==> src/rtl/vsd_pkg.sv <==
package vsd_pkg;
  // decode selection from mode bits [2:1]
  typedef enum logic [1:0] {
    SEL_CODE    = 2'b00,
    SEL_FLD_LO  = 2'b01,
    SEL_HV      = 2'b10,
    SEL_FLD_HI  = 2'b11
  } sync_sel_e;

  localparam int unsigned BYTE_W = 8;
endpackage

==> src/rtl/vsd_pin_edges.sv <==
module vsd_pin_edges #(
  parameter int unsigned N = 2
) (
  input  logic         clk_i,
  input  logic         rst_ni,
  input  logic [N-1:0] sig_i,
  output logic [N-1:0] fall_o,
  output logic [N-1:0] chg_o
);
  logic [N-1:0] sig_q;

  // idle level of every sync pin is high
  always_ff @(posedge clk_i or negedge rst_ni) begin
    if (!rst_ni) sig_q <= '1;
    else         sig_q <= sig_i;
  end

  for (genvar g = 0; g < N; g++) begin : g_edge
    assign fall_o[g] = sig_q[g] & ~sig_i[g];
    assign chg_o[g]  = sig_q[g] ^ sig_i[g];
  end
endmodule

==> src/rtl/vsd_code_detect.sv <==
module vsd_code_detect
  import vsd_pkg::*;
#(
  parameter int unsigned PRE = 3
) (
  input  logic              clk_i,
  input  logic              rst_ni,
  input  logic [BYTE_W-1:0] pix_i,
  output logic              hit_o,
  output logic              f_o,
  output logic              v_o,
  output logic              h_o
);
  logic [BYTE_W-1:0] hist_q [PRE];
  logic [PRE-1:0]    ok;

  always_ff @(posedge clk_i or negedge rst_ni) begin
    if (!rst_ni) begin
      for (int i = 0; i < PRE; i++) hist_q[i] <= '0;
    end else begin
      hist_q[0] <= pix_i;
      for (int i = 1; i < PRE; i++) hist_q[i] <= hist_q[i-1];
    end
  end

  // oldest byte is all ones, the rest all zeros
  for (genvar g = 0; g < PRE; g++) begin : g_match
    if (g == PRE - 1) begin : g_lead
      assign ok[g] = (hist_q[g] == '1);
    end else begin : g_zero
      assign ok[g] = (hist_q[g] == '0);
    end
  end

  assign hit_o = (&ok) & pix_i[7];
  assign f_o   = pix_i[6];
  assign v_o   = pix_i[5];
  assign h_o   = pix_i[4];
endmodule

==> src/rtl/vsd_line_ctr.sv <==
module vsd_line_ctr #(
  parameter int unsigned NTSC_LINES = 525,
  parameter int unsigned PAL_LINES  = 625,
  parameter int unsigned NTSC_VBL   = 20,
  parameter int unsigned PAL_VBL    = 25,
  parameter int unsigned LW         = $clog2(PAL_LINES)
) (
  input  logic          clk_i,
  input  logic          rst_ni,
  input  logic          pal_i,
  input  logic          ctr_rst_i,
  input  logic          frame_i,
  input  logic          line_i,
  output logic [LW-1:0] line_o,
  output logic          auto_blank_o
);
  localparam logic [LW-1:0] N_LAST  = LW'(NTSC_LINES - 1);
  localparam logic [LW-1:0] P_LAST  = LW'(PAL_LINES - 1);
  localparam logic [LW-1:0] N_HALF  = LW'((NTSC_LINES + 1) / 2);
  localparam logic [LW-1:0] P_HALF  = LW'((PAL_LINES + 1) / 2);
  localparam logic [LW-1:0] N_VBL   = LW'(NTSC_VBL);
  localparam logic [LW-1:0] P_VBL   = LW'(PAL_VBL);
  localparam logic [LW-1:0] N_HEND  = LW'((NTSC_LINES + 1) / 2 + NTSC_VBL);
  localparam logic [LW-1:0] P_HEND  = LW'((PAL_LINES + 1) / 2 + PAL_VBL);

  logic          ctr_q;
  logic [LW-1:0] line_q;
  logic [LW-1:0] last, half, vbl, hend;

  assign last = pal_i ? P_LAST : N_LAST;
  assign half = pal_i ? P_HALF : N_HALF;
  assign vbl  = pal_i ? P_VBL  : N_VBL;
  assign hend = pal_i ? P_HEND : N_HEND;

  always_ff @(posedge clk_i or negedge rst_ni) begin
    if (!rst_ni) begin
      ctr_q  <= 1'b0;
      line_q <= '0;
    end else begin
      ctr_q <= ctr_rst_i;
      if (ctr_q && !ctr_rst_i)  line_q <= '0;
      else if (frame_i)         line_q <= '0;
      else if (line_i)          line_q <= (line_q >= last) ? '0 : line_q + 1'b1;
    end
  end

  assign line_o       = line_q;
  assign auto_blank_o = (line_q < vbl) || (line_q >= half && line_q < hend);
endmodule

==> src/rtl/vsd_slave_decoder.sv <==
module vsd_slave_decoder
  import vsd_pkg::*;
#(
  parameter int unsigned NTSC_LINES = 525,
  parameter int unsigned PAL_LINES  = 625,
  parameter int unsigned NTSC_VBL   = 20,
  parameter int unsigned PAL_VBL    = 25,
  parameter int unsigned LW         = $clog2(PAL_LINES)
) (
  input  logic              clk_i,
  input  logic              rst_ni,
  input  logic [2:0]        mode_i,
  input  logic              pal_i,
  input  logic              blank_en_i,
  input  logic              ctr_rst_i,
  input  logic [BYTE_W-1:0] pix_i,
  input  logic              hsync_i,
  input  logic              fld_i,
  input  logic              blank_i,
  output logic              field_o,
  output logic              frame_start_o,
  output logic              line_start_o,
  output logic [LW-1:0]     line_o,
  output logic              blank_o
);
  localparam int unsigned IDX_H = 0;
  localparam int unsigned IDX_F = 1;

  logic [1:0] fall, chg;
  logic       c_hit, c_f, c_v, c_h;
  logic       slave;
  sync_sel_e  sel;
  logic       ev_frame, ev_line, ev_fld;
  logic       new_fld;
  logic       field_q, frame_q, line_q;
  logic       pin_blank_q, code_blank_q;
  logic       auto_blank;

  vsd_pin_edges #(.N(2)) u_edges (
    .clk_i  (clk_i),
    .rst_ni (rst_ni),
    .sig_i  ({fld_i, hsync_i}),
    .fall_o (fall),
    .chg_o  (chg)
  );

  vsd_code_detect #(.PRE(3)) u_code (
    .clk_i  (clk_i),
    .rst_ni (rst_ni),
    .pix_i  (pix_i),
    .hit_o  (c_hit),
    .f_o    (c_f),
    .v_o    (c_v),
    .h_o    (c_h)
  );

  assign slave = ~mode_i[0];
  assign sel   = sync_sel_e'(mode_i[2:1]);

  always_comb begin
    ev_frame = 1'b0;
    ev_line  = 1'b0;
    ev_fld   = 1'b0;
    new_fld  = field_q;
    unique case (sel)
      SEL_CODE: begin
        ev_line  = c_hit & c_h;
        ev_frame = c_hit & ~c_f & field_q;
        ev_fld   = c_hit;
        new_fld  = c_f;
      end
      SEL_FLD_LO: begin
        ev_line  = fall[IDX_H];
        ev_frame = chg[IDX_F] & ~hsync_i;
        ev_fld   = ev_frame;
        new_fld  = fld_i;
      end
      SEL_HV: begin
        ev_line  = fall[IDX_H];
        ev_frame = fall[IDX_H] & fall[IDX_F];
        ev_fld   = fall[IDX_F];
        new_fld  = hsync_i; // falling vsync with hsync high -> second field
      end
      SEL_FLD_HI: begin
        ev_line  = fall[IDX_H];
        ev_frame = chg[IDX_F] & hsync_i;
        ev_fld   = ev_frame;
        new_fld  = fld_i;
      end
      default: ;
    endcase
    if (!slave) begin
      ev_frame = 1'b0;
      ev_line  = 1'b0;
      ev_fld   = 1'b0;
    end
  end

  always_ff @(posedge clk_i or negedge rst_ni) begin
    if (!rst_ni) begin
      field_q      <= 1'b0;
      frame_q      <= 1'b0;
      line_q       <= 1'b0;
      pin_blank_q  <= 1'b0;
      code_blank_q <= 1'b0;
    end else begin
      frame_q     <= ev_frame;
      line_q      <= ev_line;
      pin_blank_q <= blank_i;
      if (ev_fld) field_q <= new_fld;
      if (slave && sel == SEL_CODE && c_hit) code_blank_q <= c_v | c_h;
    end
  end

  vsd_line_ctr #(
    .NTSC_LINES (NTSC_LINES),
    .PAL_LINES  (PAL_LINES),
    .NTSC_VBL   (NTSC_VBL),
    .PAL_VBL    (PAL_VBL),
    .LW         (LW)
  ) u_lines (
    .clk_i        (clk_i),
    .rst_ni       (rst_ni),
    .pal_i        (pal_i),
    .ctr_rst_i    (ctr_rst_i),
    .frame_i      (ev_frame),
    .line_i       (ev_line),
    .line_o       (line_o),
    .auto_blank_o (auto_blank)
  );

  assign field_o       = field_q;
  assign frame_start_o = frame_q;
  assign line_start_o  = line_q;
  assign blank_o       = !blank_en_i ? auto_blank
                       : (sel == SEL_CODE) ? code_blank_q : pin_blank_q;
endmodule

==> config.mk <==
export PLATFORM = sky130hd
export DESIGN_NAME = vsd_slave_decoder
export DESIGN_NICKNAME = d
export VERILOG_FILES = /design/src/rtl/vsd_pkg.sv /design/src/rtl/vsd_pin_edges.sv /design/src/rtl/vsd_code_detect.sv /design/src/rtl/vsd_line_ctr.sv /design/src/rtl/vsd_slave_decoder.sv
export SDC_FILE = /design/constraint.sdc
export NUM_CORES = 1
export LEC_CHECK = 0
export BUFFER_PORTS_ARGS = -buffer_cell sky130_fd_sc_hd__buf_2
export CORE_UTILIZATION = 59
export CTS_CLUSTER_SIZE = 20
export DETAILED_ROUTE_END_ITERATION = 10
export HOLD_SLACK_MARGIN = 0.1
export PLACE_DENSITY = 0.88
export REMOVE_ABC_BUFFERS = 1
export SYNTH_ARGS = -nofsm -noshare
export SYNTH_HDL_FRONTEND = slang
export SYNTH_SLANG_ARGS = --single-unit
export TNS_END_PERCENT = 50
==> constraint.sdc <==
create_clock -name clk_i -period 4.1 [get_ports clk_i]
set_clock_uncertainty 0.05 [all_clocks]
set_input_delay 0.82 -clock clk_i [delete_from_list [all_inputs] [get_ports clk_i]]
set_output_delay 0.82 -clock clk_i [all_outputs]
set_load 0.01 [all_outputs]
Yosys cells after proc, flatten, opt, wreduce, memory -nomap -nowiden:

Index checks and enable logic that the tools add are counted.

* register bits after elaboration: 42
* output and inout port bits: 14
* memories kept: 0
* bits in latches: 0
* memory bits (writable): 0
* ROM bits: 0
* word-level logic and storage cells: 65

* bitwise gates (word level): 15
* div/mod/pow operators: 0
* shift operators: 0
* $add $sub $neg: 1
* reduce and logical (&&, ||, !) cells: 13
* $mul: 0
* equal/unequal tests: 4
* mux-type cells: 17
* $lt $le $gt $ge: 4

Operators with widths (number)
* $mux W10: 4
* $ge A10 B10 Y1: 2
* $lt A10 B10 Y1: 2
* $logic_not A8 Y1: 2
* $mux W7: 2
* $add A10 B1 Y10 const B: 1
* $and A1 B1 Y1: 9
* $eq A8 B8 Y1 const B: 1
* $pmux W1 S4: 2
* $mux W6: 1
* $mux W1: 5
* $eq A2 B2 Y1 const B: 2
* $logic_and A1 B1 Y1: 4
* $mux W4: 1
* $not A1 Y1: 4
* $pmux W1 S3: 1
* $reduce_and A3 Y1: 1
* $reduce_bool A3 Y1: 1
* $reduce_or A3 Y1: 1
* $eq A2 B1 Y1 const B: 1
* $logic_not A2 Y1: 1
* $pmux W1 S2: 1
* $reduce_or A2 Y1: 1
* $logic_not A1 Y1: 1
* other kinds (3): 3

Longest topological paths before layout:

* word-level depth: 9
* mapped depth: 8
* mapped depth without buffers: 8

By module:

From an unflattened synthesis, not the netlist that was laid out.

* cell total of the unflattened synthesis: 177
* area total of the unflattened synthesis: 1996.9 sq um

Modules (own cells, without submodules)
* vsd_line_ctr: area an instance 892.1 sq um, cells an instance 100, instances 1
* vsd_code_detect: area an instance 688.2 sq um, cells an instance 36, instances 1
* vsd_slave_decoder: area an instance 324.1 sq um, cells an instance 33, instances 1
* vsd_pin_edges: area an instance 92.6 sq um, cells an instance 8, instances 1

Worst setup path after synthesis:

OpenSTA, ideal clock, no wires.

* path type: input-to-output
* from: input pal_i
* to: output blank_o
* setup slack: 1216 ps
* stages on the path: 6
* buffers on the path: 0
* arrival: 2014 ps
* cell sequence: inv_1 -> ha_1 -> a2111oi_0 -> o311ai_0 -> a21oi_1 -> a221o_1

* longest elaborated chain between the ends: 5

RTL lines
* from (decl): RTL line vsd_slave_decoder.sv:13 `input logic pal_i,`
* $mux W6 / $mux W7 (equally long branches): RTL line vsd_line_ctr.sv:31, vsd_line_ctr.sv:33
* $ge A10 B10 Y1 / $lt A10 B10 Y1 (equally long branches): RTL line vsd_line_ctr.sv:48 `assign auto_blank_o = (line_q < vbl) || (line_q >= half && line_q < hend);`
* $logic_and A1 B1 Y1: RTL line vsd_line_ctr.sv:48
* $logic_or A1 B1 Y1 (*): RTL line vsd_line_ctr.sv:48
* $mux W1 (*): RTL line vsd_slave_decoder.sv:135 `assign blank_o = !blank_en_i ? auto_blank`
* to (decl): RTL line vsd_slave_decoder.sv:24 `output logic blank_o`

Every way passes the cells marked *; elsewhere a longest branch is shown, timed or not.

Final worst setup path:

Same ends and word-level chain as after synthesis.

==> metrics.cfg <==
[timing]
rsz0062_at_grt = false
fmax_ghz = 0.284
period_needed_ps = 3520
tightest_slew_ps = 892
setup_slack_ps = 581
fin_setup_tns_ps = 0
drv_slew = 0
period_share = 0.858
hold_viol_final = 0
finalSetupViolCount = 0
slew_headroom = 0.402

[drt]
wl_um = 3850
drc = 0
firstDrtPassIters = 4
vias_per_cell = 5.89
routedWlPerCell_um = 15.2
vias = 1490
drtIter0Drc = 86
drtAntennaViolNets = 0

[yosys]
synth-edff-count = 0
netlist_instances = 170
synth-async-reset-ratio = 1.00
synth_common_cells = 40 x dfrtp_1, 13 x nor2_1, 11 x a21oi_1, 11 x ha_1, 9 x nand2_1
yosysTopAreaCell = dfrtp_1
synth_top_area_frac = 0.528
synth.most_common_cell = dfrtp_1
postSynthAreaPerCell_sq_um = 11.2
synth.area.top_cells = dfrtp_1 53%, ha_1 7.3%, a21oi_1 2.9%
ys_warn_count = 0
synth_top_flop_cell = dfrtp_1
ys_types = 43
synth-seq-cells = 42
synth_area_sq_um = 1900
synth_seq_area_share = 0.555

[clock_tree]
cts_tree = done
post_cts_buffers = 0
cts.hold.buffers_added = 0
cts_htree_levels = 2
clk_pin_slew_ps = 110
clock_latency_ps = 350
cts-buffers-inserted = 5
cts_sinks = 42
cts_resized = 0
clockRootBuffer = clkbuf_4
cts_buffer_depth = 2

[pwr]
p_per_area_nw_per_um2 = 354
seqPwrFrac = 0.577
p_int_mw = 0.591
ir_drop_v = 0.000308
p_switching_mw = 0.183
p_sw_frac = 0.236
p_leak_nw = 1.06
clkPwrFrac = 0.334
combPwrFrac = 0.089

[place]
port_buffers = 32
pre_cts_ws_ps = 720
gp_congestion = 0.836
hpwl_um = 2820

[worst_setup_path]
critPathLaunchType = primary input
r2r_cells = 8
crit_end = blank_o
r2r-end = u_lines.line_o[8]$_DFFE_PN0P_
crit_type = in2out
crit_required_ps = 3230
r2r-start = u_lines.line_o[2]$_DFFE_PN0P_
crit_path_start = pal_i
cp_max_fo = 6
rrSetupSlack_ps = 1520
end_kind = output port
critPathArrivalTime_ps = 2650

[hold_path]
hp-class = reg2reg

[finish]
syn_to_final_growth_pct = 15.3
nets = 238
postLayoutCoreUtil = 0.716
diodes = 0
drive_gt1_frac = 0.225
num-fill-cells = 233

[grt]
grt_max_degree = 43
antenna_found_initial = 0
grt_pass1_vias = 1428
grt_pass1_wl_um = 6400
grt-ovfl-total = 0
grt_use_total = 0.256

[outcome]
status = finished clean

[die]
initial_core_util = 0.621
row_count = 20
die_area_sq_um = 3450
die_h_um = 58.7
chipWidth_um = 58.7
core-area_sq_um = 3050
ios = 33

[run]
cap_violations = 0

[kinds of logic after synthesis]
| family | after synthesis | share of synthesized area |
|---|---|---|
| and+or+nand+nor | 65 | 0.195 |
| DFF | 42 | 0.555 |
| AOI/OAI and AO/OA | 39 | 0.137 |
| adders and majority gates | 11 | 0.0726 |
| buffers and inverters | 9 | 0.0178 |
| muxes | 3 | 0.0171 |
| xor gates and xnor gates | 1 | 0.00462 |
[layout by cell type, fill, tap and decap left out, types with 5 or more instances in the layout]
master and count:
nand3_1 6, inv_1 7, nand2_1 9, nor2_1 13, o21ai_0 5, ha_1 11
nor4_1 6, buf_2 32, nor2b_1 6, a21oi_1 11, clkbuf_4 5, and3_1 5
dfrtp_1 40
[registers in the layout, summed over array words and instances, names as in the netlist]
signal          flops
field_o             1
u_lines.line_o     10
frame_start_o       1
u_lines.ctr_q       1
pin_blank_q         1
line_start_o        1
code_blank_q        1
u_code.hist_q      24
u_edges.sig_q       2
[metal layers]
layer  vias to the layer above  GRT usage  wire, um
met2                        61      0.415      1930
met1                       720      0.330      1610
met5                         -          0         0
met4                         0     0.0986        66
met3                         7     0.0703       249
li1                        702          -         -
[metrics by stage]
stage	hold slack (ps)	cells	power (mW)	cell area (sq um)
floorplan	304	169	0.485	1890
global placement	308	245	0.517	2110
detailed placement	313	245	0.524	2110
CTS	343	253	0.780	2190
global route	355	253	0.804	2190
finish	339	253	0.773	2190
[power groups by stage]
stage               Combinational, mW  Sequential, mW  Clock (mW)
floorplan                      0.0313           0.453           0
global placement               0.0646           0.452           0
detailed placement             0.0692           0.455           0
CTS                            0.0696           0.447       0.264
global route                   0.0765           0.448       0.279
finish                         0.0689           0.446       0.258
[critical path, stage by stage]
cell and delay [ps]:
buf_2 150, inv_1 130, ha_1 350, a2111oi_0 490, o311ai_0 290, a21oi_1 180, a221o_1 120, buf_2 120
[cell type report]
type	instances	area [sq um]	area share
sequential	42	1050	0.482
multi-input combinational	119	810	0.370
timing repair buffer	32	160	0.0732
tap	44	55.1	0.0252
clock buffer	6	41.3	0.0189
clock inverter	2	37.5	0.0172
inverter	8	30.0	0.0137
[how the worst min path moves through the flow]
stage	from	end	slack, ps	cells after the start
final	u_code.hist_q[15]$_DFF_PN0_	u_code.hist_q[7]$_DFF_PN0_	340	0
after global routing	u_code.hist_q[20]$_DFF_PN0_	u_code.hist_q[12]$_DFF_PN0_	350	0
after CTS	u_code.hist_q[15]$_DFF_PN0_	u_code.hist_q[7]$_DFF_PN0_	340	0
after detailed placement	u_code.hist_q[20]$_DFF_PN0_	u_code.hist_q[12]$_DFF_PN0_	310	0
after global placement	u_code.hist_q[11]$_DFF_PN0_	u_code.hist_q[3]$_DFF_PN0_	310	0
after floorplan	u_code.hist_q[8]$_DFF_PN0_	u_code.hist_q[0]$_DFF_PN0_	300	0
Power figures use the tool's default switching activity.
